`src/rtl/excl_mon_pkg.sv`:
```
package excl_mon_pkg;

    typedef enum logic [2:0] {
        REQ_IDLE   = 3'd0,
        REQ_LDEX   = 3'd1,
        REQ_STEX   = 3'd2,
        REQ_STORE  = 3'd3,
        REQ_CLREX  = 3'd4,
        REQ_EXCEPT = 3'd5
    } req_kind_e;

    typedef enum logic {
        MON_OPEN = 1'b0,
        MON_EXCL = 1'b1
    } mon_state_e;

    localparam logic STATUS_OK   = 1'b0;
    localparam logic STATUS_FAIL = 1'b1;

    function automatic logic kind_drops_reservation(req_kind_e k);
        return (k == REQ_STEX) || (k == REQ_CLREX) || (k == REQ_EXCEPT);
    endfunction

    function automatic logic kind_writes_always(req_kind_e k);
        return k == REQ_STORE;
    endfunction

endpackage

```
`src/rtl/excl_mon_state.sv`:
```
module excl_mon_state
    import excl_mon_pkg::*;
#(
    parameter int TAG_W  = 30,
    parameter int TAGGED = 1
) (
    input  logic             clk,
    input  logic             rst,
    input  logic             req_valid,
    input  req_kind_e        kind,
    input  logic [TAG_W-1:0] tag_in,
    output mon_state_e       state_q,
    output logic [TAG_W-1:0] tag_q
);

    mon_state_e       state_d;
    logic [TAG_W-1:0] tag_d;
    mon_state_e       ld_next;
    logic [TAG_W-1:0] ld_tag;

    generate
        if (TAGGED != 0) begin : g_tagged
            always_comb begin
                ld_next = MON_EXCL;
                ld_tag  = tag_in;
                if (state_q == MON_EXCL && tag_q != tag_in) begin
                    ld_next = MON_OPEN;
                    ld_tag  = '0;
                end
            end
        end else begin : g_simple
            assign ld_next = MON_EXCL;
            assign ld_tag  = tag_in;
        end
    endgenerate

    always_comb begin
        state_d = state_q;
        tag_d   = tag_q;
        if (req_valid) begin
            if (kind == REQ_LDEX) begin
                state_d = ld_next;
                tag_d   = ld_tag;
            end else if (kind_drops_reservation(kind)) begin
                state_d = MON_OPEN;
                tag_d   = '0;
            end
        end
    end

    always_ff @(posedge clk) begin
        if (rst) begin
            state_q <= MON_OPEN;
            tag_q   <= '0;
        end else begin
            state_q <= state_d;
            tag_q   <= tag_d;
        end
    end

    assert_ldex_opens_excl_R2: assert property (@(posedge clk) disable iff (rst)
        (req_valid && kind == REQ_LDEX && state_q == MON_OPEN) |=> state_q == MON_EXCL);

    assert_stex_drops_R3: assert property (@(posedge clk) disable iff (rst)
        (req_valid && kind == REQ_STEX) |=> state_q == MON_OPEN);

    assert_clrex_drops_R7: assert property (@(posedge clk) disable iff (rst)
        (req_valid && kind == REQ_CLREX) |=> state_q == MON_OPEN);

    assert_except_drops_R8: assert property (@(posedge clk) disable iff (rst)
        (req_valid && kind == REQ_EXCEPT) |=> state_q == MON_OPEN);

    assert_store_keeps_state_R10: assert property (@(posedge clk) disable iff (rst)
        (req_valid && kind == REQ_STORE) |=> state_q == $past(state_q));

    generate
        if (TAGGED != 0) begin : g_tag_chk
            assert_ldex_mismatch_open_R6: assert property (@(posedge clk) disable iff (rst)
                (req_valid && kind == REQ_LDEX && state_q == MON_EXCL && tag_q != tag_in)
                |=> state_q == MON_OPEN);
        end
    endgenerate

endmodule

```
`src/rtl/excl_mon_decide.sv`:
```
module excl_mon_decide
    import excl_mon_pkg::*;
#(
    parameter int TAG_W  = 30,
    parameter int TAGGED = 1
) (
    input  mon_state_e       state_q,
    input  logic [TAG_W-1:0] tag_q,
    input  logic [TAG_W-1:0] tag_in,
    input  logic             no_global,
    output logic             stex_pass
);

    logic tag_ok;

    assign tag_ok    = (TAGGED == 0) || (tag_q == tag_in);
    assign stex_pass = (state_q == MON_EXCL) && tag_ok && !no_global;

endmodule

```
`src/rtl/excl_mon_resp.sv`:
```
module excl_mon_resp
    import excl_mon_pkg::*;
#(
    parameter int ADDR_W = 32,
    parameter int DATA_W = 32
) (
    input  logic              clk,
    input  logic              rst,
    input  logic              req_valid,
    input  req_kind_e         kind,
    input  logic [ADDR_W-1:0] addr,
    input  logic [DATA_W-1:0] wdata,
    input  logic              stex_pass,
    input  mon_state_e        state_q,
    input  logic              no_global,
    output logic              mem_we,
    output logic [ADDR_W-1:0] mem_addr,
    output logic [DATA_W-1:0] mem_wdata,
    output logic              done,
    output logic              status
);

    logic is_stex;

    assign is_stex   = req_valid && (kind == REQ_STEX);
    assign mem_we    = (req_valid && kind_writes_always(kind)) || (is_stex && stex_pass);
    assign mem_addr  = addr;
    assign mem_wdata = wdata;

    always_ff @(posedge clk) begin
        if (rst) begin
            done   <= 1'b0;
            status <= STATUS_OK;
        end else begin
            done   <= is_stex;
            status <= (is_stex && !stex_pass) ? STATUS_FAIL : STATUS_OK;
        end
    end

    assert_open_no_write_R4: assert property (@(posedge clk) disable iff (rst)
        (is_stex && state_q == MON_OPEN) |-> !mem_we);

    assert_open_fails_R4: assert property (@(posedge clk) disable iff (rst)
        (is_stex && state_q == MON_OPEN) |=> (done && status == STATUS_FAIL));

    assert_no_global_R9: assert property (@(posedge clk) disable iff (rst)
        (is_stex && no_global) |-> !mem_we);

    assert_done_strobe_R11: assert property (@(posedge clk) disable iff (rst)
        done |-> $past(is_stex));

    assert_plain_store_writes_R10: assert property (@(posedge clk) disable iff (rst)
        (req_valid && kind == REQ_STORE) |-> mem_we);

endmodule

```
`src/rtl/excl_mon.sv`:
```
module excl_mon
    import excl_mon_pkg::*;
#(
    parameter int ADDR_W   = 32,
    parameter int DATA_W   = 32,
    parameter int GRAN_LSB = 2,
    parameter int TAGGED   = 1
) (
    input  logic              clk,
    input  logic              rst,
    input  logic              req_valid,
    input  logic [2:0]        req_kind,
    input  logic [ADDR_W-1:0] req_addr,
    input  logic [DATA_W-1:0] req_wdata,
    input  logic              req_no_global,
    output logic              mem_we,
    output logic [ADDR_W-1:0] mem_addr,
    output logic [DATA_W-1:0] mem_wdata,
    output logic              xs_done,
    output logic              xs_status
);

    localparam int TAG_W = ADDR_W - GRAN_LSB;

    req_kind_e        kind;
    logic [TAG_W-1:0] tag_in;
    mon_state_e       state_q;
    logic [TAG_W-1:0] tag_q;
    logic             stex_pass;

    always_comb begin
        case (req_kind)
            3'd1:    kind = REQ_LDEX;
            3'd2:    kind = REQ_STEX;
            3'd3:    kind = REQ_STORE;
            3'd4:    kind = REQ_CLREX;
            3'd5:    kind = REQ_EXCEPT;
            default: kind = REQ_IDLE;
        endcase
    end

    assign tag_in = req_addr[ADDR_W-1:GRAN_LSB];

    excl_mon_state #(.TAG_W(TAG_W), .TAGGED(TAGGED)) u_state (
        .clk       (clk),
        .rst       (rst),
        .req_valid (req_valid),
        .kind      (kind),
        .tag_in    (tag_in),
        .state_q   (state_q),
        .tag_q     (tag_q)
    );

    excl_mon_decide #(.TAG_W(TAG_W), .TAGGED(TAGGED)) u_decide (
        .state_q   (state_q),
        .tag_q     (tag_q),
        .tag_in    (tag_in),
        .no_global (req_no_global),
        .stex_pass (stex_pass)
    );

    excl_mon_resp #(.ADDR_W(ADDR_W), .DATA_W(DATA_W)) u_resp (
        .clk       (clk),
        .rst       (rst),
        .req_valid (req_valid),
        .kind      (kind),
        .addr      (req_addr),
        .wdata     (req_wdata),
        .stex_pass (stex_pass),
        .state_q   (state_q),
        .no_global (req_no_global),
        .mem_we    (mem_we),
        .mem_addr  (mem_addr),
        .mem_wdata (mem_wdata),
        .done      (xs_done),
        .status    (xs_status)
    );

    assert_reset_open_R1: assert property (@(posedge clk) disable iff (rst)
        $past(rst) |-> (state_q == MON_OPEN && !xs_done));

endmodule

```
`config.mk`:
```
export PLATFORM = sky130hd
export DESIGN_NAME = excl_mon
export DESIGN_NICKNAME = d
export VERILOG_FILES = /design/src/rtl/excl_mon_pkg.sv /design/src/rtl/excl_mon_state.sv /design/src/rtl/excl_mon_decide.sv /design/src/rtl/excl_mon_resp.sv /design/src/rtl/excl_mon.sv
export SDC_FILE = /design/constraint.sdc
export NUM_CORES = 1
export LEC_CHECK = 0
export BUFFER_PORTS_ARGS = -buffer_cell sky130_fd_sc_hd__clkbuf_2
export CORE_MARGIN = 2
export CORE_UTILIZATION = 42
export DETAILED_ROUTE_END_ITERATION = 10
export GPL_TIMING_DRIVEN = 0
export PLACE_DENSITY = 0.8
export SYNTH_ARGS = -nofsm -noshare
export SYNTH_HDL_FRONTEND = slang
export SYNTH_SLANG_ARGS = --single-unit
```
`constraint.sdc`:
```
create_clock -name clk -period 1.93 [get_ports clk]
set_input_delay 0.0965 -clock clk [delete_from_list [all_inputs] [get_ports clk]]
set_output_delay 0.0965 -clock clk [all_outputs]
set_load 0.03 [all_outputs]
```
# After elaboration in Yosys (flattened, before gate mapping)
# Cells that the tools add are included.
[op_classes]
n_eq_ne = 12
mux = 8
reduce_logical = 14
[op_table]
columns = ["operator", "count"]
rows = [
  ["two-way mux 30 bit", 3],
  ["== test 30 bit", 1],
  ["inequality test 30 bit", 1],
  ["one-hot mux 3 bit (5 select lines)", 1],
  ["== test 3 x 2 -> 1 bit, second input constant", 4],
  ["== test 3 bit, second input constant", 4],
  ["logical AND 1 bit", 7],
  ["== test 3 x 1 -> 1 bit, second input constant", 2],
  ["two-way mux 1 bit", 4],
  ["logical OR 1 bit", 3],
  ["zero test 1 bit", 2],
  ["AND reduction 2 bit", 1],
  ["nonzero test 2 bit", 1],
]
[totals]
regBits = 33
in_bits = 71
out_inout_bits = 67
word_cells = 38

# Depth between registers and ports, before layout
[depth]
depth_word = 7
ltp_mapped = 8
depth_no_buf = 7

# Hierarchy
# From an unflattened synthesis, not the netlist that was laid out.
[hier_totals]
hier_cells = 300
hier_area_um2 = 2517.4
[by_module_without_submodules]
columns = ["module", "instances", "cells_each", "area_each_um2", "seq_area_each_um2"]
rows = [
  ["excl_mon_state", 1, 185, 1591.5, 620.6],
  ["excl_mon_resp", 1, 71, 565.5, 40.0],
  ["excl_mon_decide", 1, 41, 337.8, 0.0],
  ["excl_mon", 1, 3, 22.5, 0.0],
]

# Worst setup path before layout
# No wires, ideal clock.
[synth_path]
path_type = "flip-flop to output port"
start = "register u_state.tag_q[16]"
end = "output port mem_we"
t_arrival_ps = 1560
required_time_ps = 1833
slack_ps = 273
path_stages_with_launch = 6
path_buffers = 0
path_cell_list = "dfxtp_1 -> xnor2_1 -> nand4_1 -> nor4_1 -> nand2_1 -> o22ai_1"
[synth_between]
elab_chain_len = 5
[synth_rtl]
columns = ["element", "line", "rtl"]
rows = [
  ["start, declared", "excl_mon_state.sv:13", "output logic [TAG_W-1:0] tag_q"],
  ["start signal, assigned", "excl_mon_state.sv:57", "tag_q <= tag_d;"],
  ["== test 30 bit", "excl_mon_decide.sv:16", "assign tag_ok = (TAGGED == 0) || (tag_q == tag_in);"],
  ["logical AND 1 bit (2 in a row)", "excl_mon_decide.sv:17", "assign stex_pass = (state_q == MON_EXCL) && tag_ok && !no_global;"],
  ["logical AND 1 bit", "excl_mon_resp.sv:26", "assign mem_we = (req_valid && kind_writes_always(kind)) || (is_stex && stex_pass);"],
  ["logical OR 1 bit", "excl_mon_resp.sv:26", ""],
  ["end, declared", "excl_mon.sv:16", "output logic mem_we,"],
]
# No other way between the ends.

# Worst setup path in the final report
[layout_path]
start = "register u_state.tag_q[6]"
end = "output port mem_we"
# The elaborated chain is that of the path after synthesis.

==> summary.txt <==
Status
  – Status: complete, no violations

STA
  – Setup tns final: 0 ns
  – Final period utilization: 0.9708
  – Tightest Pin Transition: 0.4643 ns
  – Final slew viol count: 0
  – RSZ-0062 raised after global routing: true
  – Post-route minimum period: 1.874 ns
  – Peak Freq: 533.7 MHz
  – Final worst setup slack: 0.05639 ns
  – Relative slew slack: 0.6904
  – Final setup fails: 0
  – Fin. Hold Viols: 0
  – Worst Skew: 0.006155 ns

Setup path
  – Worst path arrival time: 1.78 ns
  – Worst path required time: 1.83 ns
  – Maximum fanout along the worst path: 2
  – Cells on worst reg2reg path: 7
  – RR Endpoint: u_state.tag_q[16]$_SDFFE_PP0P_
  – CP max stage delay: 0.35 ns
  – Crit path buf inv count: 1
  – Critical-path cell with the highest stage delay: nor4_4
  – CP Cell Sequence: xnor2_2, nand4_1, nor4_4, nand2_1, o22ai_1, buf_4
  – Element type at the critical path end: output port
  – R2R Setup Slk: 0.14 ns
  – Delay-heaviest family, CP: simple AND/OR/NAND/NOR gates
  – Critical path type: reg -> out
  – Startpoint Class: flip-flop
  – R2r startpoint: u_state.tag_q[6]$_SDFFE_PP0P_

Power
  – Clock power share: 0.286
  – Int Power: 1.174 mW
  – Sw power: 564.3 uW
  – Share of power burned in registers: 0.410
  – Peak supply drop: 0.0003088 V
  – Pleak: 1.380 nW
  – Logic pwr share: 0.304
  – Switching Share: 0.3247
  – Pwr per Cell Area: 599.3 mW/mm^2

Flow run
  – Max Cap Viol: 0

Cells and area
  – # fillers: 440
  – Most common cell after layout, fill and taps aside: clkbuf_2
  – Nets: 451
  – Diodes inserted: 0
  – Core Util, Final: 0.6060
  – P&R area growth vs syn: 37.08%
  – Share of cells above drive strength 1: 0.5330
  – Final instance area: 0.002900 mm^2
  – Non-Filler Instances: 446
  – Most frequent cells in the layout: 102 x clkbuf_2, 67 x buf_4, 63 x nand2_1
  – Storage cell area: 669.4 um^2
  – Multi-input gate area: 968.4 um^2

Global route
  – Largest net degree at the start of global routing: 11
  – Vias in the first global route: 1698
  – Grt ovf: 0
  – GRT Total Usage: 0.1711
  – First-pass GRT wire length: 7134 um
  – Initial antenna violation count: 0

Placed design
  – GPL Wtd Cong: 0.8341
  – Port Buf Inserts: 103
  – Setup WS pre-CTS: -0.02340 ns
  – Post-DP HPWL: 3783 um
  – Post-DP Area: 0.002715 mm^2
  – Cell count after placement: 436

Floorplanning
  – Chip width: 74.98 um
  – Initial Util: 0.4421
  – Die Span Y: 74.98 um
  – # IOs: 138
  – Core area: 0.004786 mm^2
  – Full die area: 0.005621 mm^2
  – Num rows: 25

Synth
  – Synth area leader: dfxtp_1
  – Number of synthesized register bits: 33
  – Mean Syn Cell Area: 7.954 um^2
  – Post-synthesis cell type count: 26
  – Dominant cells by area after synthesis: dfxtp_1 31%, buf_4 23%, xnor2_1 12%, nand2_1 11%, o21ai_1 7.1%
  – Cell area after synthesis: 0.002116 mm^2
  – Mapped Cells: 266
  – Net count after synthesis: 339
  – Ys Warns: 0
  – Top cell type's share of synthesized area: 0.3122
  – Seq/Total Area, Yosys: 0.3122

Clock tree
  – Clock tree buffer depth: 2
  – Clock insertion delay at the later pin of the skew report: 0.29 ns
  – Hold-fix buffers at CTS: 0
  – Cts bufs inserted: 5
  – TritonCTS clock tree: done
  – Root buffer cell: clkbuf_8
  – Worst-path clk slew: 0.06 ns
  – TritonCTS Sinks: 33
  – H-Tree Depth: 2

Min path
  – Hold Crit Endpoint: u_resp.status$_SDFF_PP0_
  – Worst Hold Path Cells: 2
  – Worst Hold Launch: req_no_global
  – Worst hold path class: in -> reg

Detailed routing
  – DRT antenna net count: 0
  – Wire per inst: 10.60 um
  – DRT iter0 DRCs: 66
  – Drt first pass iters: 4
  – DRC Markers: 0
  – Drt total wl: 4726 um
  – Vias: 1999
  – Routed vias/inst: 4.482
-- power by group through the flow --
stage               clock, mW  combinational [mW]  sequential [mW]
floorplan                   0               0.369            0.725
global placement            0               0.513            0.724
detailed placement          0               0.519            0.725
CTS                     0.516               0.524            0.710
global route            0.541               0.570            0.714
finish                  0.497               0.529            0.712
-- cells by family (layout without fill, tap and decap cells) --
group | count (synthesis) | count (layout) | synth area share
DFF | 33 | 33 | 0.3122
xor gates and xnor gates | 30 | 30 | 0.1242
AOI/OAI and AO/OA | 40 | 40 | 0.1141
buffers and inverters | 79 | 192 | 0.2661
adders and majority gates | 3 | 3 | 0.01715
and+or+nand+nor | 81 | 81 | 0.1662
-- worst max-delay path by stage --
| stage | start | end | slack, ns | cells past startpoint |
|---|---|---|---|---|
| after floorplan | u_state.tag_q[16]$_SDFFE_PP0P_ | mem_we | 0.27 | 5 |
| after global placement | req_kind[1] | u_state.state_q$_SDFFE_PP0P_ | 0.03 | 9 |
| after detailed placement | req_kind[1] | u_state.tag_q[16]$_SDFFE_PP0P_ | -0.02 | 9 |
| after CTS | u_state.tag_q[21]$_SDFFE_PP0P_ | mem_we | 0.007 | 6 |
| after global routing | u_state.tag_q[6]$_SDFFE_PP0P_ | mem_we | -0.06 | 6 |
| final | u_state.tag_q[6]$_SDFFE_PP0P_ | mem_we | 0.06 | 6 |
-- synthesized netlist by cell type --
| cell | n |
|---|---|
| clkbuf_1 | 3 |
| o31a_1 | 1 |
| nor4_2 | 2 |
| nand2_1 | 63 |
| nand2b_1 | 1 |
| a21oi_1 | 3 |
| maj3_2 | 1 |
| o21ai_1 | 30 |
| buf_4 | 64 |
| a31o_2 | 1 |
| o22ai_1 | 1 |
| buf_6 | 3 |
| nand4_1 | 7 |
| o2111a_1 | 1 |
| nor4_1 | 1 |
| a311oi_4 | 1 |
| xnor2_1 | 30 |
| buf_2 | 3 |
| inv_1 | 6 |
| o31ai_1 | 2 |
| nand3_1 | 2 |
| nor3_1 | 2 |
| or3_1 | 1 |
| dfxtp_1 | 33 |
| nor2_1 | 2 |
| ha_1 | 2 |
-- state kept, by name (all words and copies together) (netlist names) --
| signal | flops |
|---|---|
| u_state.tag_q | 30 |
| u_resp.done | 1 |
| u_resp.status | 1 |
| u_state.state_q | 1 |
-- worst reg2reg max path, cell delays in order (launching register included) --
cell	delay (ns)
dfxtp_2	0.33
xnor2_2	0.15
nand4_1	0.17
nor4_4	0.35
buf_4	0.17
a21oi_1	0.08
clkbuf_1	0.25
o21ai_1	0.21
-- area by class of cell --
type / count / share of cell area
Clock buffer: 6 / 0.02502
Clock inverter: 2 / 0.003451
Sequential cell: 33 / 0.2308
Inverter: 6 / 0.007765
Multi-Input combinational cell: 154 / 0.3339
Tap cell: 67 / 0.02890
Buffer: 73 / 0.1864
Timing Repair Buffer: 105 / 0.1838
-- per-stage QoR --
| stage | hold slack [ns] | total power [mW] |
|---|---|---|
| global route | 0.04806 | 1.824 |
| CTS | 0.03315 | 1.750 |
| finish | 0.04382 | 1.738 |
| detailed placement | 0.3353 | 1.244 |
| global placement | 0.3433 | 1.237 |
| floorplan | 0.1892 | 1.094 |
-- routing by layer --
metal	vias to the layer above	GRT usage	routed length (um)
met5	-	0	0
met4	0	0.07738	63
li1	1028	-	-
met1	871	0.1951	1862
met3	6	0.06693	460
met2	94	0.2827	2340
-- repair_timing --
action	CTS	global route
buffers inserted	2	0
setup endpoints to repair	1	29
pin swaps	6	21
gates resized for setup	4	15
Note: power is estimated with default switching activity, not from simulation.
